`config.mk`:
```
export PLATFORM = sky130hd
export DESIGN_NAME = auxreq_ctrl
export DESIGN_NICKNAME = d
export VERILOG_FILES = /design/src/rtl/auxreq_pkg.sv /design/src/rtl/auxreq_hpd_deb.sv /design/src/rtl/auxreq_xfer.sv /design/src/rtl/auxreq_ctrl.sv
export SDC_FILE = /design/constraint.sdc
export NUM_CORES = 1
export LEC_CHECK = 0
export ABC_AREA = 1
export BUFFER_PORTS_ARGS = -buffer_cell sky130_fd_sc_hd__buf_2
export CAP_MARGIN = 20
export CORE_UTILIZATION = 50
export DETAILED_ROUTE_END_ITERATION = 10
export PLACE_DENSITY_LB_ADDON = 0.2
export RECOVER_POWER = 25
export SLEW_MARGIN = 20
export SYNTH_ARGS = -nofsm -noshare
export SYNTH_HDL_FRONTEND = slang
export SYNTH_SLANG_ARGS = --single-unit
```
`constraint.sdc`:
```
create_clock -name clk -period 3.4 [get_ports clk]
set_clock_uncertainty 0.15 [all_clocks]
set_input_delay 0.34 -clock clk [delete_from_list [all_inputs] [get_ports clk]]
set_output_delay 0.34 -clock clk [all_outputs]
set_load 0.02 [all_outputs]
```
`src/rtl/auxreq_pkg.sv`:
```
package auxreq_pkg;

   typedef enum logic [2:0] {
      CMD_NAT_WR  = 3'd0,
      CMD_NAT_RD  = 3'd1,
      CMD_I2C_WR  = 3'd2,
      CMD_I2C_RD  = 3'd3,
      CMD_I2C_WSU = 3'd4
   } aux_cmd_e;

   // control word layout
   localparam int CB_LEN_LO = 0;
   localparam int CB_AONLY  = 8;
   localparam int CB_CMD_LO = 12;
   localparam int CB_MOT    = 15;
   localparam int CB_GO     = 16;

   // status word layout
   localparam int SB_ERR_LO = 8;
   localparam int SB_TYP_LO = 16;
   localparam int SB_HPD    = 28;

   // register word indices
   localparam int RA_ADDR  = 0;
   localparam int RA_CTRL  = 1;
   localparam int RA_STAT  = 2;
   localparam int RA_INTST = 3;
   localparam int RA_INTEN = 4;
   localparam int RA_TMO   = 5;
   localparam int RA_TX    = 8;
   localparam int RA_RX    = 12;

   // interrupt flag bits
   localparam int IB_DONE   = 0;
   localparam int IB_SINK   = 1;
   localparam int IB_UNPLUG = 2;
   localparam int IB_PLUG   = 3;

   typedef struct packed {
      logic [2:0] cmd;
      logic       mot;
      logic       aonly;
      logic [3:0] len_m1;
   } ctrl_t;

   function automatic logic cmd_is_i2c(input logic [2:0] c);
      return (c == CMD_I2C_WR) || (c == CMD_I2C_RD) || (c == CMD_I2C_WSU);
   endfunction

   function automatic logic cmd_is_read(input logic [2:0] c);
      return (c == CMD_NAT_RD) || (c == CMD_I2C_RD);
   endfunction

   function automatic logic cmd_defined(input logic [2:0] c);
      return c <= CMD_I2C_WSU;
   endfunction

endpackage

```
`src/rtl/auxreq_hpd_deb.sv`:
```
module auxreq_hpd_deb #(
   parameter int DEB_W      = 8,
   parameter int DEB_CYCLES = 16
) (
   input  logic clk,
   input  logic rst_n,
   input  logic hpd_in,
   output logic level,
   output logic rise_p,
   output logic fall_p
);
   localparam logic [DEB_W-1:0] DEB_LAST = DEB_W'(DEB_CYCLES - 1);

   logic [1:0]       sync_q;
   logic [DEB_W-1:0] cnt_q;

   if (DEB_CYCLES < 1 || DEB_CYCLES > (1 << DEB_W)) begin : g_bad_deb
      $error("DEB_CYCLES does not fit DEB_W");
   end

   always_ff @(posedge clk or negedge rst_n) begin
      if (!rst_n) begin
         sync_q <= '0;
         cnt_q  <= '0;
         level  <= 1'b0;
         rise_p <= 1'b0;
         fall_p <= 1'b0;
      end else begin
         sync_q <= {sync_q[0], hpd_in};
         rise_p <= 1'b0;
         fall_p <= 1'b0;
         if (sync_q[1] != level) begin
            if (cnt_q == DEB_LAST) begin
               level  <= sync_q[1];
               cnt_q  <= '0;
               rise_p <= sync_q[1];
               fall_p <= ~sync_q[1];
            end else begin
               cnt_q <= cnt_q + 1'b1;
            end
         end else begin
            cnt_q <= '0;
         end
      end
   end
endmodule

```
`src/rtl/auxreq_xfer.sv`:
```
module auxreq_xfer #(
   parameter int TMO_W = 16
) (
   input  logic             clk,
   input  logic             rst_n,
   input  logic             go,
   input  logic [TMO_W-1:0] tmo_limit,
   input  logic             link_rsp,
   output logic             busy,
   output logic             rsp_take,
   output logic             tmo_hit
);
   typedef enum logic {ST_IDLE, ST_WAIT} st_e;

   st_e              st_q;
   logic [TMO_W-1:0] cnt_q;

   assign busy     = (st_q == ST_WAIT);
   assign rsp_take = busy && link_rsp;
   assign tmo_hit  = busy && !link_rsp && (cnt_q == tmo_limit);

   always_ff @(posedge clk or negedge rst_n) begin
      if (!rst_n) begin
         st_q  <= ST_IDLE;
         cnt_q <= '0;
      end else begin
         case (st_q)
            ST_IDLE: if (go) begin
               st_q  <= ST_WAIT;
               cnt_q <= '0;
            end
            ST_WAIT: begin
               if (rsp_take || tmo_hit) st_q <= ST_IDLE;
               else                     cnt_q <= cnt_q + 1'b1;
            end
            default: st_q <= ST_IDLE;
         endcase
      end
   end
endmodule

```
`src/rtl/auxreq_ctrl.sv`:
```
module auxreq_ctrl
   import auxreq_pkg::*;
#(
   parameter int ADDR_W     = 20,
   parameter int NWORDS     = 4,
   parameter int TMO_W      = 16,
   parameter int TMO_RESET  = 400,
   parameter int DEB_W      = 8,
   parameter int DEB_CYCLES = 16,
   parameter int REG_AW     = 4,
   localparam int NBYTES    = NWORDS * 4,
   localparam int DATA_W    = NBYTES * 8,
   localparam int CNT_W     = $clog2(NBYTES + 1)
) (
   input  logic              clk,
   input  logic              rst_n,
   input  logic              reg_we,
   input  logic [REG_AW-1:0] reg_addr,
   input  logic [31:0]       reg_wdata,
   output logic [31:0]       reg_rdata,
   output logic              irq,
   input  logic              hpd_in,
   input  logic              sink_irq,
   output logic              link_req,
   output logic [2:0]        link_cmd,
   output logic              link_mot,
   output logic              link_addr_only,
   output logic [ADDR_W-1:0] link_addr,
   output logic [CNT_W-1:0]  link_len,
   output logic [DATA_W-1:0] link_wdata,
   input  logic              link_rsp,
   input  logic [7:0]        link_rsp_type,
   input  logic [CNT_W-1:0]  link_rsp_count,
   input  logic [2:0]        link_rsp_err,
   input  logic [DATA_W-1:0] link_rsp_rdata
);
   // elaboration-time parameter checks
   if (NWORDS < 1 || NWORDS > 4) begin : g_bad_words
      $error("NWORDS must be 1 to 4");
   end
   if (REG_AW < 4) begin : g_bad_aw
      $error("REG_AW must be at least 4");
   end
   if (ADDR_W < 1 || ADDR_W > 32 || TMO_W < 1 || TMO_W > 32) begin : g_bad_w
      $error("ADDR_W and TMO_W must be 1 to 32");
   end

   logic [ADDR_W-1:0] addr_q;
   ctrl_t             ctrl_q;
   logic [31:0]       tx_q [NWORDS];
   logic [31:0]       rx_q [NWORDS];
   logic [7:0]        rtype_q;
   logic [CNT_W-1:0]  rcnt_q;
   logic [3:0]        err_q;
   logic [3:0]        int_q;
   logic [3:0]        inten_q;
   logic [TMO_W-1:0]  tmo_q;

   logic busy, rsp_take, tmo_hit, go;
   logic hpd_lvl, hpd_rise, hpd_fall;
   ctrl_t ctrl_new;
   logic  new_legal, take_rx;
   logic  wr_addr, wr_ctrl, wr_stat, wr_intst, wr_inten, wr_tmo;

   assign wr_addr  = reg_we && (reg_addr == REG_AW'(RA_ADDR));
   assign wr_ctrl  = reg_we && (reg_addr == REG_AW'(RA_CTRL));
   assign wr_stat  = reg_we && (reg_addr == REG_AW'(RA_STAT));
   assign wr_intst = reg_we && (reg_addr == REG_AW'(RA_INTST));
   assign wr_inten = reg_we && (reg_addr == REG_AW'(RA_INTEN));
   assign wr_tmo   = reg_we && (reg_addr == REG_AW'(RA_TMO));

   assign ctrl_new = '{cmd:    reg_wdata[CB_CMD_LO +: 3],
                       mot:    reg_wdata[CB_MOT],
                       aonly:  reg_wdata[CB_AONLY],
                       len_m1: reg_wdata[CB_LEN_LO +: 4]};

   // legality: defined command, address-only only for I2C, length fits buffer
   assign new_legal = cmd_defined(ctrl_new.cmd)
                   && (!ctrl_new.aonly || cmd_is_i2c(ctrl_new.cmd))
                   && (ctrl_new.aonly || (32'(ctrl_new.len_m1) < NBYTES));
   assign go = wr_ctrl && !busy && reg_wdata[CB_GO] && new_legal;

   assign take_rx = rsp_take && (link_rsp_type == 8'h00)
                 && cmd_is_read(ctrl_q.cmd) && !ctrl_q.aonly;

   auxreq_xfer #(.TMO_W(TMO_W)) i_xfer (
      .clk       (clk),
      .rst_n     (rst_n),
      .go        (go),
      .tmo_limit (tmo_q),
      .link_rsp  (link_rsp),
      .busy      (busy),
      .rsp_take  (rsp_take),
      .tmo_hit   (tmo_hit)
   );

   auxreq_hpd_deb #(.DEB_W(DEB_W), .DEB_CYCLES(DEB_CYCLES)) i_hpd (
      .clk    (clk),
      .rst_n  (rst_n),
      .hpd_in (hpd_in),
      .level  (hpd_lvl),
      .rise_p (hpd_rise),
      .fall_p (hpd_fall)
   );

   // request-side registers, frozen while busy
   always_ff @(posedge clk or negedge rst_n) begin
      if (!rst_n) begin
         addr_q <= '0;
         ctrl_q <= '0;
         for (int w = 0; w < NWORDS; w++) tx_q[w] <= '0;
      end else if (!busy) begin
         if (wr_addr) addr_q <= reg_wdata[ADDR_W-1:0];
         if (wr_ctrl) ctrl_q <= ctrl_new;
         for (int w = 0; w < NWORDS; w++)
            if (reg_we && reg_addr == REG_AW'(RA_TX + w)) tx_q[w] <= reg_wdata;
      end
   end

   // reply-side registers
   always_ff @(posedge clk or negedge rst_n) begin
      if (!rst_n) begin
         rtype_q <= '0;
         rcnt_q  <= '0;
         for (int w = 0; w < NWORDS; w++) rx_q[w] <= '0;
      end else if (rsp_take) begin
         rtype_q <= link_rsp_type;
         rcnt_q  <= link_rsp_count;
         if (take_rx)
            for (int w = 0; w < NWORDS; w++) rx_q[w] <= link_rsp_rdata[32*w +: 32];
      end
   end

   // sticky errors and interrupt flags: a new event wins over a clear
   logic [3:0] err_set, int_set, err_clr, int_clr;
   assign err_set = {rsp_take ? link_rsp_err : 3'b000, tmo_hit};
   assign err_clr = wr_stat ? reg_wdata[SB_ERR_LO +: 4] : 4'b0000;
   assign int_set = {hpd_rise, hpd_fall, sink_irq, rsp_take || tmo_hit};
   assign int_clr = wr_intst ? reg_wdata[3:0] : 4'b0000;

   always_ff @(posedge clk or negedge rst_n) begin
      if (!rst_n) begin
         err_q   <= '0;
         int_q   <= '0;
         inten_q <= '0;
         tmo_q   <= TMO_W'(TMO_RESET);
      end else begin
         err_q <= (err_q & ~err_clr) | err_set;
         int_q <= (int_q & ~int_clr) | int_set;
         if (wr_inten) inten_q <= reg_wdata[3:0];
         if (wr_tmo)   tmo_q   <= reg_wdata[TMO_W-1:0];
      end
   end

   assign irq = |(int_q & inten_q);

   // link-side request fields
   assign link_req       = busy;
   assign link_cmd       = ctrl_q.cmd;
   assign link_mot       = ctrl_q.mot && cmd_is_i2c(ctrl_q.cmd);
   assign link_addr_only = ctrl_q.aonly;
   assign link_addr      = addr_q;
   assign link_len       = ctrl_q.aonly ? '0 : CNT_W'(ctrl_q.len_m1) + CNT_W'(1);

   for (genvar gw = 0; gw < NWORDS; gw++) begin : g_wdata
      assign link_wdata[32*gw +: 32] = tx_q[gw];
   end

   // register read mux
   always_comb begin
      reg_rdata = '0;
      case (reg_addr)
         REG_AW'(RA_ADDR): reg_rdata[ADDR_W-1:0] = addr_q;
         REG_AW'(RA_CTRL): begin
            reg_rdata[CB_LEN_LO +: 4] = ctrl_q.len_m1;
            reg_rdata[CB_AONLY]       = ctrl_q.aonly;
            reg_rdata[CB_CMD_LO +: 3] = ctrl_q.cmd;
            reg_rdata[CB_MOT]         = ctrl_q.mot;
            reg_rdata[CB_GO]          = busy;
         end
         REG_AW'(RA_STAT): begin
            reg_rdata[CNT_W-1:0]      = rcnt_q;
            reg_rdata[SB_ERR_LO +: 4] = err_q;
            reg_rdata[SB_TYP_LO +: 8] = rtype_q;
            reg_rdata[SB_HPD]         = hpd_lvl;
         end
         REG_AW'(RA_INTST): reg_rdata[3:0] = int_q;
         REG_AW'(RA_INTEN): reg_rdata[3:0] = inten_q;
         REG_AW'(RA_TMO):   reg_rdata[TMO_W-1:0] = tmo_q;
         default: ;
      endcase
      for (int w = 0; w < NWORDS; w++) begin
         if (reg_addr == REG_AW'(RA_TX + w)) reg_rdata = tx_q[w];
         if (reg_addr == REG_AW'(RA_RX + w)) reg_rdata = rx_q[w];
      end
   end
endmodule

```
==> impl_metrics.json <==
{
  "design.core.area_mm2": 0.0325,
  "clk_pin_slew_ns": 0.06,
  "grt_antenna_before_repair": 1,
  "cts.path.max_buffers": 3,
  "vias_per_cell": 5.30,
  "dieWidth_um": 184,
  "route.vias.total": 16189,
  "finalSetupTns_ns": 0,
  "cts_tree": "done",
  "cp_num_buf_inv": 5,
  "tightest_slew_ns": 2.06,
  "worstPathArrival_ns": 2.41,
  "hold_depth": 3,
  "slew_violations": 69,
  "post_cts_buffers": 0,
  "rsz0062_at_grt": "false",
  "hold_violations": 0,
  "dr.first_iter.drc_count": 1576,
  "syn_inst": 2095,
  "worstReg2RegEnd": "i_xfer.cnt_q[3]$_DFFE_PN0P_",
  "multiInputGateArea_mm2": 0.00624,
  "seqPwrFrac_pct": 43.5,
  "fin_crit_sh_pct": 85.4,
  "pwr-share-comb_pct": 19.9,
  "hp-class": "in2reg",
  "clk_latency_ns": 0.54,
  "path_cells": "clkbuf_1 -> nand2_1 -> inv_1 -> nand2_1 -> inv_1 -> buf_4 -> a21oi_1 -> nand4_1 -> o21ai_0 -> nand4_1 -> buf_2",
  "synth_cell_types": 40,
  "nFillCells": 2806,
  "yosysMostFrequentCell": "nand2_1",
  "die_area_mm2": 0.0337,
  "synth-seq-area-share_pct": 54.0,
  "synth.area.top_cells": "dfrtp_1 54%, nand2_1 16%, o21ai_0 9.3%",
  "syn_area_mm2": 0.0165,
  "ys_ff_latch": 356,
  "place.gp.congestion": 0.914,
  "worstPathMaxFanout": 16,
  "wire_per_inst_um": 19.0,
  "synth_top_cells_by_count": "703 x nand2_1, 353 x dfrtp_1, 307 x o21ai_0",
  "reg2reg_from": "i_xfer.busy$_DFF_PN0_",
  "violations": "max-capacitance violations, max-slew violations",
  "cts_buffers": 40,
  "hold_end": "link_wdata[85]$_DFFE_PN0P_",
  "crit_type": "in2out",
  "swShare_pct": 32.2,
  "drcViolationCount": 0,
  "grt_pass1_wl_um": 88000,
  "crit_slowest_cell": "inv_1",
  "relSlewSlack_pct": -37.1,
  "rows": 66,
  "areaGrowthSynthToFinish_pct": 31.3,
  "routed_wl_um": 58000,
  "cts_hold_buf": 151,
  "status": "finished with violations",
  "reg2reg_depth": 11,
  "grt_pass1_vias": 15477,
  "cp-end-kind": "output port",
  "holdWs_ns": 0.0201,
  "ios": 378,
  "setup-violations-final": 0,
  "yosysWarnings": 0,
  "synthFlopType": "dfrtp_1",
  "p_int_uw": 8270,
  "synth_top_area_share_pct": 53.5,
  "port_buffers": 377,
  "min-delay-start": "reg_wdata[21]",
  "ant_nets": 0,
  "p_per_area_mw_per_mm2": 563,
  "die_h_um": 184,
  "period_needed_ns": 2.90,
  "power_leakage_uw": 0.0113,
  "clock-sinks": 356,
  "syn_nets": 2284,
  "regArea_mm2": 0.00891,
  "gr-usage-all-layers_pct": 34.3,
  "post_cts_resized": 0,
  "htreeDepth": 2,
  "initial_core_util_pct": 50.7,
  "grt_max_degree": 101,
  "slowest_delay_ns": 0.48,
  "overflow": 0,
  "clockPowerShare_pct": 36.6,
  "async_flop_share_pct": 100,
  "cp.required_ns": 2.91,
  "drv_cap": 1,
  "utilization_pct": 66.6,
  "critPathTopFamily": "buffers and inverters",
  "max_freq_ghz": 0.344,
  "p_sw_uw": 3920,
  "dp.final_hpwl_um": 40800,
  "dr.pass1.iters": 5,
  "startpoint_type": "input port",
  "avgSynthCellArea_um2": 7.88,
  "synth_top_cell_by_area": "dfrtp_1",
  "rrSetupSlack_ns": 0.80,
  "peakVddDrop_mv": 0.436,
  "drive_gt1_share_pct": 19.3,
  "synth-edff-count": 0,
  "cts.root.buffer_cell": "clkbuf_16",
  "nets": 2778
}
==> state kept, by name, summed over array words and instances (netlist names), 2 cells and up <==
| signal | flops |
|---|---|
| i_hpd.cnt_q | 8 |
| link_wdata | 128 |
| err_q | 4 |
| i_hpd.sync_q | 2 |
| link_addr | 20 |
| rx_q | 128 |
| link_cmd | 3 |
| tmo_q | 16 |
| ctrl_q | 5 |
| rcnt_q | 5 |
| i_xfer.cnt_q | 16 |
| rtype_q | 8 |
| inten_q | 4 |
| int_q | 4 |
==> worst reg2reg max path, cell delays in order (launching register included) <==
cell     delay, ns
dfrtp_1       0.61
inv_2         0.25
nor2_4        0.21
nand2_1       0.07
nor2_1        0.10
nand2_1       0.06
nor2_1        0.13
nand3_2       0.19
nand2_4       0.26
nand2_2       0.28
nand2_1       0.14
nand2_1       0.06
==> cell families after synthesis <==
group,share of synthesized area [%]
simple gates,24.9
compound gates,11.2
flops,54.0
buf+inv,8.30
xor+xnor,1.33
fa+ha+maj,0.228
==> worst max-delay path by stage <==
stage,from,to,slack (ns),cells after the start
2_1_floorplan,reg_addr[2],reg_rdata[30],1.39,6
3_3_place_gp,reg_addr[1],reg_rdata[20],0.68,11
3_5_place_dp,reg_addr[0],link_wdata[52]$_DFFE_PN0P_,0.58,8
4_1_cts,reg_addr[1],reg_rdata[20],0.64,11
5_1_grt,reg_addr[3],reg_rdata[21],0.31,12
6_report,reg_addr[3],reg_rdata[20],0.50,11
==> per-stage QoR <==
step	setup WS, ns	std cells	total power (uW)	instance area, um2
floorplan	1.39	2095	6470	16500
global placement	0.682	2838	7580	18800
detailed placement	0.584	2838	7620	18800
CTS	0.636	3056	12200	21700
global route	0.308	3057	12700	21700
finish	0.496	3057	12200	21700
==> routing by layer <==
metal / part of all wire (%) / routed length [um] / vias to the layer above / track usage (%)
met2: 45 / 25900 / 791 / 52.6
li1: - / - / 7600 / -
met3: 9.1 / 5280 / 114 / 6.77
met4: 3.5 / 2030 / 0 / 12.2
met5: 0 / 0 / - / 0
met1: 43 / 24800 / 7684 / 48.5
==> power groups by stage <==
| stage | clock [uW] | sequential, uW | combinational (uW) |
|---|---|---|---|
| global route | 4670 | 5350 | 2640 |
| detailed placement | 0 | 5350 | 2270 |
| global placement | 0 | 5350 | 2230 |
| floorplan | 0 | 5660 | 807 |
| finish | 4460 | 5310 | 2430 |
| CTS | 4490 | 5280 | 2410 |
==> placed cells by master (no fill, tap or decap), types with 3 or more instances in the layout <==
cell	synthesis	layout
a21oi_1	24	24
buf_12	0	7
buf_2	16	375
buf_4	4	20
bufinv_16	0	5
clkbuf_1	85	10
clkbuf_16	0	40
clkbuf_8	0	5
clkinv_2	0	5
clkinvlp_4	0	4
dfrtp_1	353	353
dfstp_2	3	3
dlygate4sd3_1	0	151
ha_1	3	3
inv_1	241	241
inv_2	5	5
nand2_1	703	699
nand2_2	3	7
nand3_1	77	77
nand4_1	56	56
nor2_1	116	112
nor2_2	4	8
nor3_1	18	18
o21ai_0	307	307
o21ai_1	15	15
o22ai_1	4	4
or2_2	8	8
xnor2_1	8	8
xor2_1	17	17
==> layout make-up <==
cell class | count | share of cell area [%]
clock buffer | 50 | 5.03
multi-input combinational | 1386 | 28.8
tap | 442 | 2.55
inverter | 246 | 4.26
antenna | 1 | 0.0116
timing repair buffer | 559 | 17.1
clock inverter | 17 | 1.11
sequential | 356 | 41.1
Note: power is estimated with default switching activity, not from simulation.
